<file path="src/rtl/fetch_thread_ctl.sv">
module fetch_thread_ctl #(
  parameter int NTHR       = 2,
  parameter int AW         = 32,
  parameter int INST_BYTES = 4,
  parameter int TAGW       = 4,
  parameter int CNTW       = 8
) (
  input  logic                 clk,
  input  logic                 rst_n,
  input  logic [4*NTHR-1:0]    blk_i,
  input  logic [4*NTHR-1:0]    unblk_i,
  input  logic                 ctx_switch_i,
  input  logic [NTHR-1:0]      thread_active_i,
  input  logic [NTHR-1:0]      cmt_squash_i,
  input  logic [NTHR*AW-1:0]   cmt_pc_i,
  input  logic [NTHR-1:0]      rob_busy_i,
  input  logic [NTHR-1:0]      dec_squash_i,
  input  logic [NTHR*AW-1:0]   dec_pc_i,
  input  logic [NTHR-1:0]      trap_i,
  input  logic [NTHR-1:0]      quiesce_i,
  input  logic [NTHR-1:0]      wake_i,
  input  logic [NTHR-1:0]      fetch_sel_i,
  input  logic                 miss_valid_i,
  input  logic [((NTHR>1)?$clog2(NTHR):1)-1:0] miss_tid_i,
  input  logic                 miss_ack_i,
  output logic [TAGW-1:0]      miss_tag_o,
  input  logic                 retry_i,
  input  logic                 resend_ok_i,
  input  logic                 resp_valid_i,
  input  logic [((NTHR>1)?$clog2(NTHR):1)-1:0] resp_tid_i,
  input  logic [TAGW-1:0]      resp_tag_i,
  output logic [4*NTHR-1:0]    status_o,
  output logic [4*NTHR-1:0]    stall_flags_o,
  output logic [NTHR-1:0]      stall_o,
  output logic                 active_o,
  output logic                 cache_blocked_o,
  output logic [((NTHR>1)?$clog2(NTHR):1)-1:0] retry_tid_o,
  output logic [TAGW-1:0]      retry_tag_o,
  output logic [CNTW-1:0]      drop_cnt_o,
  output logic [NTHR-1:0]      redir_valid_o,
  output logic [NTHR*AW-1:0]   redir_pc_o,
  output logic [NTHR*AW-1:0]   redir_npc_o,
  output logic [NTHR*AW-1:0]   redir_nnpc_o
);

  localparam int TIDW = (NTHR > 1) ? $clog2(NTHR) : 1;
  localparam int NSTG = 4;
  localparam int SW   = 4;
  localparam int NFLG = NSTG * NTHR;

  localparam logic [SW-1:0] ST_RUN     = 4'd0;
  localparam logic [SW-1:0] ST_IDLE    = 4'd1;
  localparam logic [SW-1:0] ST_SQUASH  = 4'd2;
  localparam logic [SW-1:0] ST_BLOCKED = 4'd3;
  localparam logic [SW-1:0] ST_WRESP   = 4'd4;
  localparam logic [SW-1:0] ST_WRETRY  = 4'd5;
  localparam logic [SW-1:0] ST_READY   = 4'd6;
  localparam logic [SW-1:0] ST_TRAP    = 4'd7;
  localparam logic [SW-1:0] ST_QUIESCE = 4'd8;

  logic [SW-1:0]   st_q      [NTHR];
  logic [SW-1:0]   st_d      [NTHR];
  logic [TAGW-1:0] tag_ctr_q [NTHR];
  logic [TAGW-1:0] tag_ctr_d [NTHR];
  logic [TAGW-1:0] out_tag_q [NTHR];
  logic [TAGW-1:0] out_tag_d [NTHR];
  logic [AW-1:0]   rpc_q     [NTHR];
  logic [AW-1:0]   rpc_d     [NTHR];

  logic [NFLG-1:0] flag_q, flag_d;
  logic [NTHR-1:0] stalled, kill, dec_eff, rv_q, rv_d;
  logic            slot_v_q, slot_v_d;
  logic [TIDW-1:0] slot_tid_q, slot_tid_d;
  logic [TAGW-1:0] slot_tag_q, slot_tag_d;
  logic [CNTW-1:0] drop_q;
  logic            issue_ok, resend, resp_hit;

  assign flag_d = blk_i | (flag_q & ~unblk_i);

  always_comb begin
    for (int t = 0; t < NTHR; t++) begin
      stalled[t] = ctx_switch_i;
      for (int s = 0; s < NSTG; s++) stalled[t] = stalled[t] | flag_d[s*NTHR+t];
      dec_eff[t] = thread_active_i[t] & dec_squash_i[t] & ~cmt_squash_i[t]
                 & ~rob_busy_i[t] & (st_q[t] != ST_SQUASH);
      kill[t]    = ~thread_active_i[t] | cmt_squash_i[t] | rob_busy_i[t] | dec_eff[t];
    end
  end

  assign issue_ok = miss_valid_i && !slot_v_q && !kill[miss_tid_i]
                 && (st_q[miss_tid_i] == ST_RUN || st_q[miss_tid_i] == ST_READY);
  assign resend   = retry_i && resend_ok_i && slot_v_q && !kill[slot_tid_q];
  assign resp_hit = resp_valid_i && !kill[resp_tid_i]
                 && st_q[resp_tid_i] == ST_WRESP
                 && resp_tag_i == out_tag_q[resp_tid_i];
  assign miss_tag_o = tag_ctr_q[miss_tid_i];

  always_comb begin
    for (int t = 0; t < NTHR; t++) begin
      st_d[t]      = st_q[t];
      tag_ctr_d[t] = tag_ctr_q[t];
      out_tag_d[t] = out_tag_q[t];
      rpc_d[t]     = rpc_q[t];
      rv_d[t]      = 1'b0;
      if (issue_ok && int'(miss_tid_i) == t) begin
        tag_ctr_d[t] = tag_ctr_q[t] + 1'b1;
        if (miss_ack_i) out_tag_d[t] = tag_ctr_q[t];
      end
      if (resend && int'(slot_tid_q) == t) out_tag_d[t] = slot_tag_q;
      if (!thread_active_i[t])                          st_d[t] = ST_IDLE;
      else if (cmt_squash_i[t]) begin
        st_d[t]  = ST_SQUASH;
        rv_d[t]  = 1'b1;
        rpc_d[t] = cmt_pc_i[t*AW +: AW];
      end
      else if (rob_busy_i[t])                           st_d[t] = ST_SQUASH;
      else if (dec_eff[t]) begin
        st_d[t]  = ST_SQUASH;
        rv_d[t]  = 1'b1;
        rpc_d[t] = dec_pc_i[t*AW +: AW];
      end
      else if (st_q[t] == ST_IDLE)                      st_d[t] = ST_RUN;
      else if (resp_hit && int'(resp_tid_i) == t)       st_d[t] = stalled[t] ? ST_BLOCKED : ST_READY;
      else if (issue_ok && int'(miss_tid_i) == t)       st_d[t] = miss_ack_i ? ST_WRESP : ST_WRETRY;
      else if (resend && int'(slot_tid_q) == t)         st_d[t] = ST_WRESP;
      else if (st_q[t] == ST_WRESP || st_q[t] == ST_WRETRY || st_q[t] == ST_TRAP)
                                                        st_d[t] = st_q[t];
      else if (st_q[t] == ST_QUIESCE)                   st_d[t] = wake_i[t] ? ST_RUN : ST_QUIESCE;
      else if (trap_i[t])                               st_d[t] = ST_TRAP;
      else if (quiesce_i[t])                            st_d[t] = ST_QUIESCE;
      else if (stalled[t])                              st_d[t] = ST_BLOCKED;
      else if (st_q[t] == ST_BLOCKED || st_q[t] == ST_SQUASH)
                                                        st_d[t] = ST_RUN;
      else if (st_q[t] == ST_READY && fetch_sel_i[t])   st_d[t] = ST_RUN;
    end
  end

  always_comb begin
    slot_v_d   = slot_v_q;
    slot_tid_d = slot_tid_q;
    slot_tag_d = slot_tag_q;
    if (slot_v_q && (kill[slot_tid_q] || resend)) slot_v_d = 1'b0;
    else if (issue_ok && !miss_ack_i) begin
      slot_v_d   = 1'b1;
      slot_tid_d = miss_tid_i;
      slot_tag_d = tag_ctr_q[miss_tid_i];
    end
  end

  always_ff @(posedge clk or negedge rst_n) begin
    if (!rst_n) begin
      for (int t = 0; t < NTHR; t++) begin
        st_q[t]      <= ST_IDLE;
        tag_ctr_q[t] <= '0;
        out_tag_q[t] <= '0;
        rpc_q[t]     <= '0;
      end
      flag_q     <= '0;
      rv_q       <= '0;
      slot_v_q   <= 1'b0;
      slot_tid_q <= '0;
      slot_tag_q <= '0;
      drop_q     <= '0;
    end else begin
      for (int t = 0; t < NTHR; t++) begin
        st_q[t]      <= st_d[t];
        tag_ctr_q[t] <= tag_ctr_d[t];
        out_tag_q[t] <= out_tag_d[t];
        rpc_q[t]     <= rpc_d[t];
      end
      flag_q     <= flag_d;
      rv_q       <= rv_d;
      slot_v_q   <= slot_v_d;
      slot_tid_q <= slot_tid_d;
      slot_tag_q <= slot_tag_d;
      if (resp_valid_i && !resp_hit) drop_q <= drop_q + 1'b1;
    end
  end

  always_comb begin
    active_o = 1'b0;
    for (int t = 0; t < NTHR; t++)
      if (thread_active_i[t] &&
          (st_q[t] == ST_RUN || st_q[t] == ST_SQUASH || st_q[t] == ST_READY))
        active_o = 1'b1;
  end

  assign stall_flags_o   = flag_q;
  assign cache_blocked_o = slot_v_q;
  assign retry_tid_o     = slot_tid_q;
  assign retry_tag_o     = slot_tag_q;
  assign drop_cnt_o      = drop_q;
  assign redir_valid_o   = rv_q;

  for (genvar t = 0; t < NTHR; t++) begin : g_thr
    logic any_flag;
    always_comb begin
      any_flag = 1'b0;
      for (int s = 0; s < NSTG; s++) any_flag = any_flag | flag_q[s*NTHR+t];
    end
    assign stall_o[t]                = ctx_switch_i | any_flag;
    assign status_o[t*SW +: SW]      = st_q[t];
    assign redir_pc_o[t*AW +: AW]    = rpc_q[t];
    assign redir_npc_o[t*AW +: AW]   = rpc_q[t] + AW'(INST_BYTES);
    assign redir_nnpc_o[t*AW +: AW]  = rpc_q[t] + AW'(2*INST_BYTES);

    AST_CMT_SQUASH: assert property (@(posedge clk) disable iff (!rst_n)
      (thread_active_i[t] && cmt_squash_i[t]) |=> (st_q[t] == ST_SQUASH && rv_q[t]));
    AST_ROB_HOLD: assert property (@(posedge clk) disable iff (!rst_n)
      (thread_active_i[t] && rob_busy_i[t] && !cmt_squash_i[t]) |=> (st_q[t] == ST_SQUASH && !rv_q[t]));
    AST_DEC_IGNORED: assert property (@(posedge clk) disable iff (!rst_n)
      (thread_active_i[t] && dec_squash_i[t] && !cmt_squash_i[t] && st_q[t] == ST_SQUASH) |=> !rv_q[t]);
    AST_RETRY_OWNED: assert property (@(posedge clk) disable iff (!rst_n)
      (st_q[t] == ST_WRETRY) |-> (slot_v_q && slot_tid_q == TIDW'(t)));
    AST_IDLE_OFF: assert property (@(posedge clk) disable iff (!rst_n)
      !thread_active_i[t] |=> (st_q[t] == ST_IDLE));
  end

  for (genvar i = 0; i < NFLG; i++) begin : g_flg
    AST_UNBLOCK_LEGAL: assert property (@(posedge clk) disable iff (!rst_n)
      unblk_i[i] |-> (flag_q[i] && !blk_i[i]));
  end

  AST_DROP_STEP: assert property (@(posedge clk) disable iff (!rst_n)
    ##1 (drop_q == $past(drop_q) || drop_q == CNTW'($past(drop_q) + 1'b1)));

endmodule

</file>
<file path="config.mk">
export PLATFORM = sky130hd
export DESIGN_NAME = fetch_thread_ctl
export DESIGN_NICKNAME = d
export VERILOG_FILES = /design/src/rtl/fetch_thread_ctl.sv
export SDC_FILE = /design/constraint.sdc
export NUM_CORES = 1
export LEC_CHECK = 0
export ABC_AREA = 1
export CAP_MARGIN = 15
export CORE_AREA = 2 2 157 159
export CTS_BUF_LIST = sky130_fd_sc_hd__clkbuf_8 sky130_fd_sc_hd__clkbuf_16
export CTS_CLUSTER_SIZE = 14
export DETAILED_ROUTE_END_ITERATION = 12
export DIE_AREA = 0 0 159 161
export PLACE_DENSITY = 0.81
export SYNTH_ARGS = -nofsm -noshare
export SYNTH_HDL_FRONTEND = slang
export SYNTH_SLANG_ARGS = --single-unit
</file>
<file path="constraint.sdc">
create_clock -name clk -period 2.8 [get_ports clk]
set_input_delay 0.56 -clock clk [delete_from_list [all_inputs] [get_ports clk]]
set_output_delay 0.56 -clock clk [all_outputs]
set_load 0.01 [all_outputs]
</file>
==> impl_results.md <==
* Status: finished, violations left
* Failing checks: setup timing
* Peak Freq at 349 MHz
* Core area at 0.0240 mm2
* Worst min-delay path class: in2async
* Hold Fails Final Rpt at 0
* Pwr dens at 514 mW/mm2
* Cell taking the most area after synthesis: dfrtp_1
* Largest net degree at the start of global routing at 44
* Share of the synthesized area in the top cell type at 0.338
* Vias in the first global route at 10076
* Crit-path max cell delay at 0.37 ns
* Slew @ Worst Pin at 0.715 ns
* Topmost layer with routed signal wires: met4
* Cell count after synthesis at 1183
* Post-synth EDFFs at 0
* Synth async-reset ratio at 1.00
* Clock-pin slew on the worst setup and hold paths at 0.09 ns
* Seq cells post-synth at 112
* Main synth FF type: dfrtp_1
* Remaining DRCs at 0
* Worst clock skew at 0.0182 ns
* First-pass DRT Iterations at 5
* Xor/xnor share of the synthesized area at 0.114
* Crit-path most repeated cell: nor2_4
* CTS Buf Count at 9
* I/O pin total at 405
* Root buf cell: clkbuf_16
* Layout cell share with drive strength beyond 1 at 0.199
* Yosys warnings at 0
* Met3 wire len at 2950 um
* Die area at 0.0256 mm2
* DP Worst Slack at -0.0268 ns
* Met2 routed WL at 18200 um
* Main combinational cell family by area after synthesis: simple AND/OR/NAND/NOR gates
* Post-Syn Nets at 1364
* Wl on met1 at 14800 um
* Crit path kind: reg2out
* Worst-skew pair later-pin latency at 0.36 ns
* Worst slew margin at 0.522
* CP startpoint kind: flip-flop
* CP endpoint kind: primary output
* RSZ-0062 raised after global routing: true
* Vias/cell at 5.06
* Max-cap viol count at 0
* WL per Instance at 18.5 um
* Longest Clk Path Bufs at 2
* Arr. time, crit path at 2.31 ns
* Area Growth Syn to Fin at 73.2%
* Sequential area share after synthesis at 0.344
* Layout Nets at 1881
* Fin util at 0.589
* Filler cells at 2147
* Crit path required time at 2.24 ns
* First-pass GRT wire length at 56300 um
* Fin. max-slew vios at 0
* Synth Area in Compound Gates at 0.0974
* Worst-path maximum fanout at 3
* Initial Util at 0.340
* Depth of the CTS H-tree at 3
* HPWL after detailed placement at 29900 um
* Setup Viol. Count Final at 5
* Final min period at 2.87 ns
* Post-CTS Hold Buffers at 0
* Post-Synth Adder-Cell Area at 0.0108
* Buf/Inv on CP at 5
* Core Rows at 57
* Final Routed Wirelength at 37700 um
* Synthesized area per cell at 6.88 um2
* Detailed-route via count at 10286
* Final Cycle Share at 1.02
* Initial antenna violation count at 4
* Maximum VDD drop at 360 uV
* I/O Buffers at 404
* Crit path max-delay cell type: dfrtp_1
* Synth Area in Simple Gates at 0.343
* Top post-synthesis cells by area: dfrtp_1 34%, nand2_1 15%, xor2_1 10%
* Die Width at 159 um
* GRT Residual Overflow at 0
* Die Span Y at 161 um
* Crit path cell chain: ha_2 -> inv_2 -> nor2_4 -> inv_2 -> nor2_4 -> nand2_4 -> nor2_4 -> nand4_4 -> buf_6 -> nor2_4 -> xor2_2 -> buf_4 -> nand2_4 -> nand2_4 -> buf_6
* Largest delay share family, worst path: simple AND/OR/NAND/NOR gates
* Setup WS post-layout at -0.0687 ns
* Antenna viol nets, final at 0
* CTS Sinks at 112
* Post-synthesis mux area share at 0.00261
* GP Congestion at 0.959
* Lkg Pwr at 6.51 nW
* Gr usage total at 0.281
* CTS tree: done
* Netlist Area Pre-Place at 0.00814 mm2
* Distinct cells, synth at 45
* DRT iter0 DRCs at 883
## final timing paths
path	from	to	slack [ns]	cells past startpoint
setup / recovery	redir_pc_o[4]$_DFFE_PN0P_	redir_npc_o[29]	-0.07	15
hold / removal	rst_n	stall_flags_o[0]$_DFF_PN0_	0.17	1
setup reg to reg	status_o[5]$_DFFE_PN0P_	out_tag_q[1]$_DFFE_PN0P_	0.67	11
hold reg to reg	drop_cnt_o[7]$_DFFE_PN0P_	drop_cnt_o[7]$_DFFE_PN0P_	0.48	1
max in group asynchronous	rst_n	redir_pc_o[50]$_DFFE_PN0P_	1.74	2
min in group clk	drop_cnt_o[7]$_DFFE_PN0P_	drop_cnt_o[7]$_DFFE_PN0P_	0.48	1
## cell usage after synthesis (2+ instances only)
cell type  count
inv_1        116
a21oi_1       18
a211oi_1       3
dfstp_2        2
o21bai_1       6
dfrtp_1      110
nor2_4         3
nand3b_1       5
and2_1         2
nand2_2        9
buf_4         13
nor2_1       169
nand3_1       59
o21ai_2        2
nor4_1        10
xor2_1        94
nor2_2         9
nor3_2         2
clkbuf_1      18
nand2_1      333
o21ai_0       32
o21ai_1        5
buf_2         16
or2_0          2
a31oi_1       64
xor2_2         2
xnor2_1        8
nor3_1        20
ha_1           7
clkinv_1       2
nand4_1       22
inv_2          7
## sequential cells by signal, summed over array words and instances (netlist names), 2 cells and up
| name | count |
|---|---|
| drop_cnt_o | 8 |
| redir_pc_o | 64 |
| tag_ctr_q | 8 |
| status_o | 8 |
| redir_valid_o | 2 |
| retry_tag_o | 4 |
| stall_flags_o | 8 |
| out_tag_q | 8 |
## layout by cell type, fill, tap and decap left out, drive strengths merged, types with 3 or more instances in the layout
master         count
nand3             59
diode              3
nor3              23
o21ai             39
a31oi             64
clkbuf            26
inv              126
dfrtp            110
xnor2              8
a211oi             3
nand4             24
o21bai             6
nand3b             5
dlygate4sd2       41
ha                 7
a21oi             19
dlymetal6s2s      12
or2                3
clkdlybuf4s50    311
nor4              11
nor2             181
buf              170
nand2            343
clkinv             5
xor2              96
## logic make-up (layout without fill, tap and decap cells)
group                    count (synthesis)  after routing
multiplexers                             2              2
AO/OA/AOI/OAI                          134            134
XOR/XNOR                               104            104
other                                    0              3
flip-flops                             112            112
adder cells (fa/ha/maj)                  7              7
buffers and inverters                  173            695
AND/OR/NAND/NOR                        651            651
## report_power, final
part,internal (mW),switching [mW],total [mW]
Combinational,1.82,1.89,3.72
Sequential,1.89,0.302,2.19
Clock,0.633,0.705,1.34
## per-layer routing
metal  up-vias  global-route usage
li1       4822                   -
met4         0               0.123
met3       103              0.0588
met1      4848               0.349
met2       513               0.475
met5         -                   0
## final cells by class
type	instances	area [um2]	share of cell area
multi-input combinational	898	5070	0.359
timing repair buffer	553	5030	0.357
sequential	112	2820	0.200
inverter	126	475	0.0337
tap	324	405	0.0287
clock buffer	9	225	0.0160
clock inverter	7	75.1	0.00532
antenna	3	7.51	0.000532
## through the flow
stage	setup TNS [ns]	total power, mW	std cells	hold WS, ns	area [um2]
2_1_floorplan	0	3.59	1183	0.264	8140
3_3_place_gp	0	5.76	1982	0.458	13300
3_5_place_dp	-0.0421	5.81	1982	0.466	13300
4_1_cts	-0.691	7.12	2019	0.183	13900
5_1_grt	-2.11	7.60	2032	0.200	14100
6_report	-0.193	7.25	2032	0.172	14100
## timing repair
action,in CTS,in global routing
pin swaps,23,38
resized for setup,178,127
endpoints found under the setup margin,86,66
setup buffers,21,11
(Power assumes the default switching activity.)
